<file path="src/rtl/aud_clk_master.sv">
module aud_clk_master #(
  parameter int STRAP_CYCLES = 1024,
  parameter int FRAME_BITS   = 64
) (
  input  logic clk,
  input  logic rst_n,
  input  logic master_sel,
  input  logic lr_strap,
  input  logic bc_strap,
  input  logic div_en,
  output logic lr_clk,
  output logic bc_clk,
  output logic lr_oe,
  output logic bc_oe,
  output logic bit_stb,
  output logic frame_stb
);
  localparam int WW = $clog2(STRAP_CYCLES);
  localparam int FW = $clog2(FRAME_BITS);

  logic [WW-1:0] wcnt;
  logic          done, run;
  logic [3:0]    per, cnt, cnt_n, lo, per_sel;
  logic [FW-1:0] bitc, bitc_n;
  logic          wrap;

  assign per_sel = (lr_strap ? (bc_strap ? 4'd3 : 4'd2)
                             : (bc_strap ? 4'd6 : 4'd4)) << div_en;
  assign lo      = per - (per >> 1);
  assign wrap    = (cnt == per - 4'd1);
  assign cnt_n   = wrap ? 4'd0 : cnt + 4'd1;
  assign bitc_n  = wrap ? bitc + 1'b1 : bitc;
  assign lr_oe   = run;
  assign bc_oe   = run;

  always_ff @(posedge clk or negedge rst_n) begin
    if (!rst_n) begin
      wcnt <= '0; done <= 1'b0; run <= 1'b0; per <= 4'd4;
      cnt <= '0; bitc <= '0;
      bc_clk <= 1'b0; lr_clk <= 1'b0; bit_stb <= 1'b0; frame_stb <= 1'b0;
    end else if (!done) begin
      if (wcnt == WW'(STRAP_CYCLES - 1)) begin
        done      <= 1'b1;
        run       <= master_sel;
        per       <= per_sel;
        cnt       <= '0;
        bitc      <= '0;
        bc_clk    <= 1'b0;
        lr_clk    <= 1'b0;
        bit_stb   <= master_sel;
        frame_stb <= master_sel;
      end else begin
        wcnt <= wcnt + 1'b1;
      end
    end else if (run) begin
      cnt       <= cnt_n;
      bitc      <= bitc_n;
      bc_clk    <= (cnt_n >= lo);
      lr_clk    <= bitc_n[FW-1];
      bit_stb   <= wrap;
      frame_stb <= wrap && (bitc_n[FW-2:0] == '0);
    end
  end

  a_r1_quiet_when_idle: assert property (@(posedge clk) disable iff (!rst_n)
    !lr_oe |-> (!bc_clk && !lr_clk && !bit_stb && !frame_stb));
  a_r2_enable_sticks: assert property (@(posedge clk) disable iff (!rst_n)
    $past(lr_oe) |-> (lr_oe && bc_oe));
  a_r5_lr_on_fall: assert property (@(posedge clk) disable iff (!rst_n)
    (lr_clk != $past(lr_clk)) |-> (!bc_clk && $past(bc_clk)));
  a_r6_bit_stb_low: assert property (@(posedge clk) disable iff (!rst_n)
    bit_stb |-> !bc_clk);
  a_r7_frame_in_bit: assert property (@(posedge clk) disable iff (!rst_n)
    frame_stb |-> bit_stb);
endmodule

</file>
<file path="config.mk">
export PLATFORM = sky130hd
export DESIGN_NAME = aud_clk_master
export DESIGN_NICKNAME = d
export VERILOG_FILES = /design/src/rtl/aud_clk_master.sv
export SDC_FILE = /design/constraint.sdc
export NUM_CORES = 1
export LEC_CHECK = 0
export ABC_CLOCK_PERIOD_IN_PS = 3900
export CORE_MARGIN = 4
export CORE_UTILIZATION = 54
export CTS_CLUSTER_SIZE = 14
export DETAILED_ROUTE_END_ITERATION = 8
export GPL_TIMING_DRIVEN = 0
export PLACE_DENSITY = 0.76
export REMOVE_ABC_BUFFERS = 1
export SLEW_MARGIN = 20
export SYNTH_ARGS = -nofsm -noshare
export SYNTH_HDL_FRONTEND = slang
export SYNTH_SLANG_ARGS = --single-unit
</file>
<file path="constraint.sdc">
create_clock -name clk -period 3.9 [get_ports clk]
set_clock_uncertainty 0.2 [all_clocks]
set_input_delay 0.78 -clock clk [delete_from_list [all_inputs] [get_ports clk]]
set_output_delay 0.78 -clock clk [all_outputs]
set_load 0.1 [all_outputs]
</file>
==> impl_metrics.json <==
{
  "status": "finished clean",
  "placed_area_um2": 1910,
  "drt-initial-drc-count": 74,
  "viasPerCell": 5.61,
  "dieArea_um2": 4260,
  "ir_drop_mv": 0.224,
  "min_path_type": "in -> async",
  "htree_levels": 2,
  "cts_resized": 0,
  "hpwlAfterDp_mm": 2.55,
  "layout-drive-gt1-share": 0.0725,
  "ys_ff_latch": 29,
  "worst_pin_slew_ns": 0.992,
  "slowest_stage": "clkdlybuf4s50_1",
  "wl_per_cell_um": 14.3,
  "postLayoutCoreUtil": 0.643,
  "wirelength_mm": 3.39,
  "die_h_um": 65.3,
  "clk_path_buf_depth": 2,
  "start_util": 0.571,
  "setup_tns_ns": 0,
  "critical_path_class": "reg -> out",
  "final_hold_viol_count": 0,
  "ys_types": 41,
  "portBuffers": 11,
  "cts_hold_buf": 0,
  "max_freq_mhz": 342,
  "root_buffer": "clkbuf_4",
  "gp_congestion": 0.828,
  "crit_required_ns": 2.92,
  "num_vias": 1329,
  "crit_chain": "clkdlybuf4s50_1",
  "cts_setup_buffers": 0,
  "fp.coreArea_um2": 3100,
  "slew_violations": 0,
  "start_kind": "flop",
  "syn_area_per_cell_um2": 9.90,
  "fill_cells": 279,
  "netlist_area_um2": 1770,
  "grt_pass1_vias": 1323,
  "fin_crit_ns": 2.92,
  "grt-ovfl-total": 0,
  "maxSlewHeadroom": 0.336,
  "grt_pass1_wl_mm": 5.95,
  "grt_max_degree": 30,
  "area_growth_pct": 12.6,
  "num_rows": 20,
  "critPathArrivalTime_ns": 1.94,
  "crit_buf_inv": 1,
  "antennaDiodeCount": 0,
  "layout.cells.non_filler": 237,
  "cts_num_sinks": 29,
  "cts_buffers": 5,
  "leakage_nw": 0.920,
  "cp-end-kind": "primary output",
  "clk_pin_slew_ns": 0.10,
  "cts_tree": "done",
  "fin_nets": 212,
  "max-cap-violations": 0,
  "insertion_delay_ns": 0.34,
  "track_usage": 0.184,
  "power.total_mw": 0.604,
  "antenna_found_initial": 0,
  "ys_seq_area_frac": 0.410,
  "synth-edff-count": 0,
  "synthCells": 179,
  "dp_cells": 229,
  "cp_max_fo": 6,
  "period_share": 0.749,
  "synth-async-reset-ratio": 1.00,
  "ant_nets": 0,
  "pin_count": 12,
  "synth_flop_cell": "dfrtp_1",
  "path_delay_family": "buffers and inverters",
  "stdcell_area_um2": 1990,
  "slowest_delay_ns": 1.18,
  "powerDensity_nw_per_um2": 303,
  "rsz0062_at_grt": "false",
  "die_w_um": 65.3,
  "drc": 0,
  "ys_warn_count": 0,
  "dr.pass1.iters": 4,
  "setup_viol": 0
}
## cells in the mapped netlist, drive strengths merged, types with 2 or more instances
master,count,area [um2]
nor2,9,33.8
nand3,8,40.0
and3,2,12.5
a21oi,5,25.0
nor4,3,18.8
ha,13,163
xor2,4,35.0
and2,5,31.3
o21ai,15,75.1
mux2i,3,30.0
a31oi,5,31.3
nand2b,5,31.3
nand2,19,78.8
nand4,5,31.3
o31ai,2,15.0
inv,9,33.8
mux2,4,45.0
dfrtp,28,701
clkbuf,4,15.0
or4,2,18.8
xnor2,13,121
## flip-flops by register name (all words and copies together), names as in the netlist
register / cells
wcnt: 10
bitc: 6
cnt: 4
per: 4
bc_clk: 1
bc_oe: 1
bit_stb: 1
done: 1
frame_stb: 1
## power by group
| group | switching (mW) | total (mW) | internal, mW | leakage, nW |
|---|---|---|---|---|
| clock network | 0.110 | 0.263 | 0.153 | 0.0455 |
| registers | 0.00231 | 0.305 | 0.303 | 0.359 |
| logic | 0.0225 | 0.0357 | 0.0132 | 0.515 |
## routing by layer
metal,up-vias,part of all wire,track usage,wire (um)
met4,0,0.019,0.0648,65
met5,-,0,0,0
met3,9,0.048,0.0632,164
met1,631,0.43,0.211,1450
met2,32,0.50,0.317,1710
li1,657,-,-,-
## cell families after synthesis
logic type / synth area share
simple gates: 0.192
fa+ha+maj: 0.103
compound gates: 0.119
xor+xnor: 0.102
buf+inv: 0.0318
flops: 0.410
mux: 0.0424
## stage by stage
stage          setup WS, ns  hold WS [ns]
6_report              0.977         0.253
2_1_floorplan          1.03         0.259
3_5_place_dp           1.08         0.280
3_3_place_gp           1.14         0.260
4_1_cts               0.957         0.273
5_1_grt               0.875         0.293
## area by class of cell
class                   instances  area (um2)  share of cell area
flip-flops and latches         29         727               0.364
inverters                       9        33.8              0.0169
multi-input cells             136         988               0.496
well taps                      44        55.1              0.0276
repair buffers                 11         105              0.0527
clock buffers                   7        55.1              0.0276
clock inverters                 1        30.0              0.0151
## path summary, 6_finish.rpt
kind	start	to	slack (ns)	cells past startpoint
setup / recovery	bc_oe$_DFFE_PN0P_	lr_oe	0.98	1
hold / removal	rst_n	per[0]$_DFFE_PN0P_	0.25	1
setup reg to reg	per[2]$_DFFE_PN1P_	bc_clk$_DFFE_PN0P_	1.11	11
hold reg to reg	bitc[5]$_DFFE_PN0P_	bitc[5]$_DFFE_PN0P_	0.29	1
max in group asynchronous	rst_n	wcnt[7]$_DFFE_PN0P_	2.81	1
min in group clk	bitc[5]$_DFFE_PN0P_	bitc[5]$_DFFE_PN0P_	0.29	1
## cells in the final DEF (no fill, tap or decap), types with 2 or more instances in the layout
cell type / netlist / layout
nand2_1: 18 / 18
a21oi_1: 5 / 5
o21ai_1: 9 / 9
nand4_1: 5 / 5
o21ai_0: 6 / 6
and3_1: 2 / 2
ha_1: 13 / 13
nor2_1: 9 / 9
clkbuf_4: 0 / 5
nand3_1: 8 / 8
xnor2_1: 12 / 12
xor2_1: 4 / 4
dfrtp_1: 28 / 28
mux2i_1: 3 / 3
inv_1: 9 / 9
nor4_1: 3 / 3
mux2_1: 4 / 4
a31oi_1: 5 / 5
clkdlybuf4s50_1: 0 / 10
o31ai_1: 2 / 2
and2_1: 5 / 5
nand2b_1: 5 / 5
Power figures use the tool's default switching activity.
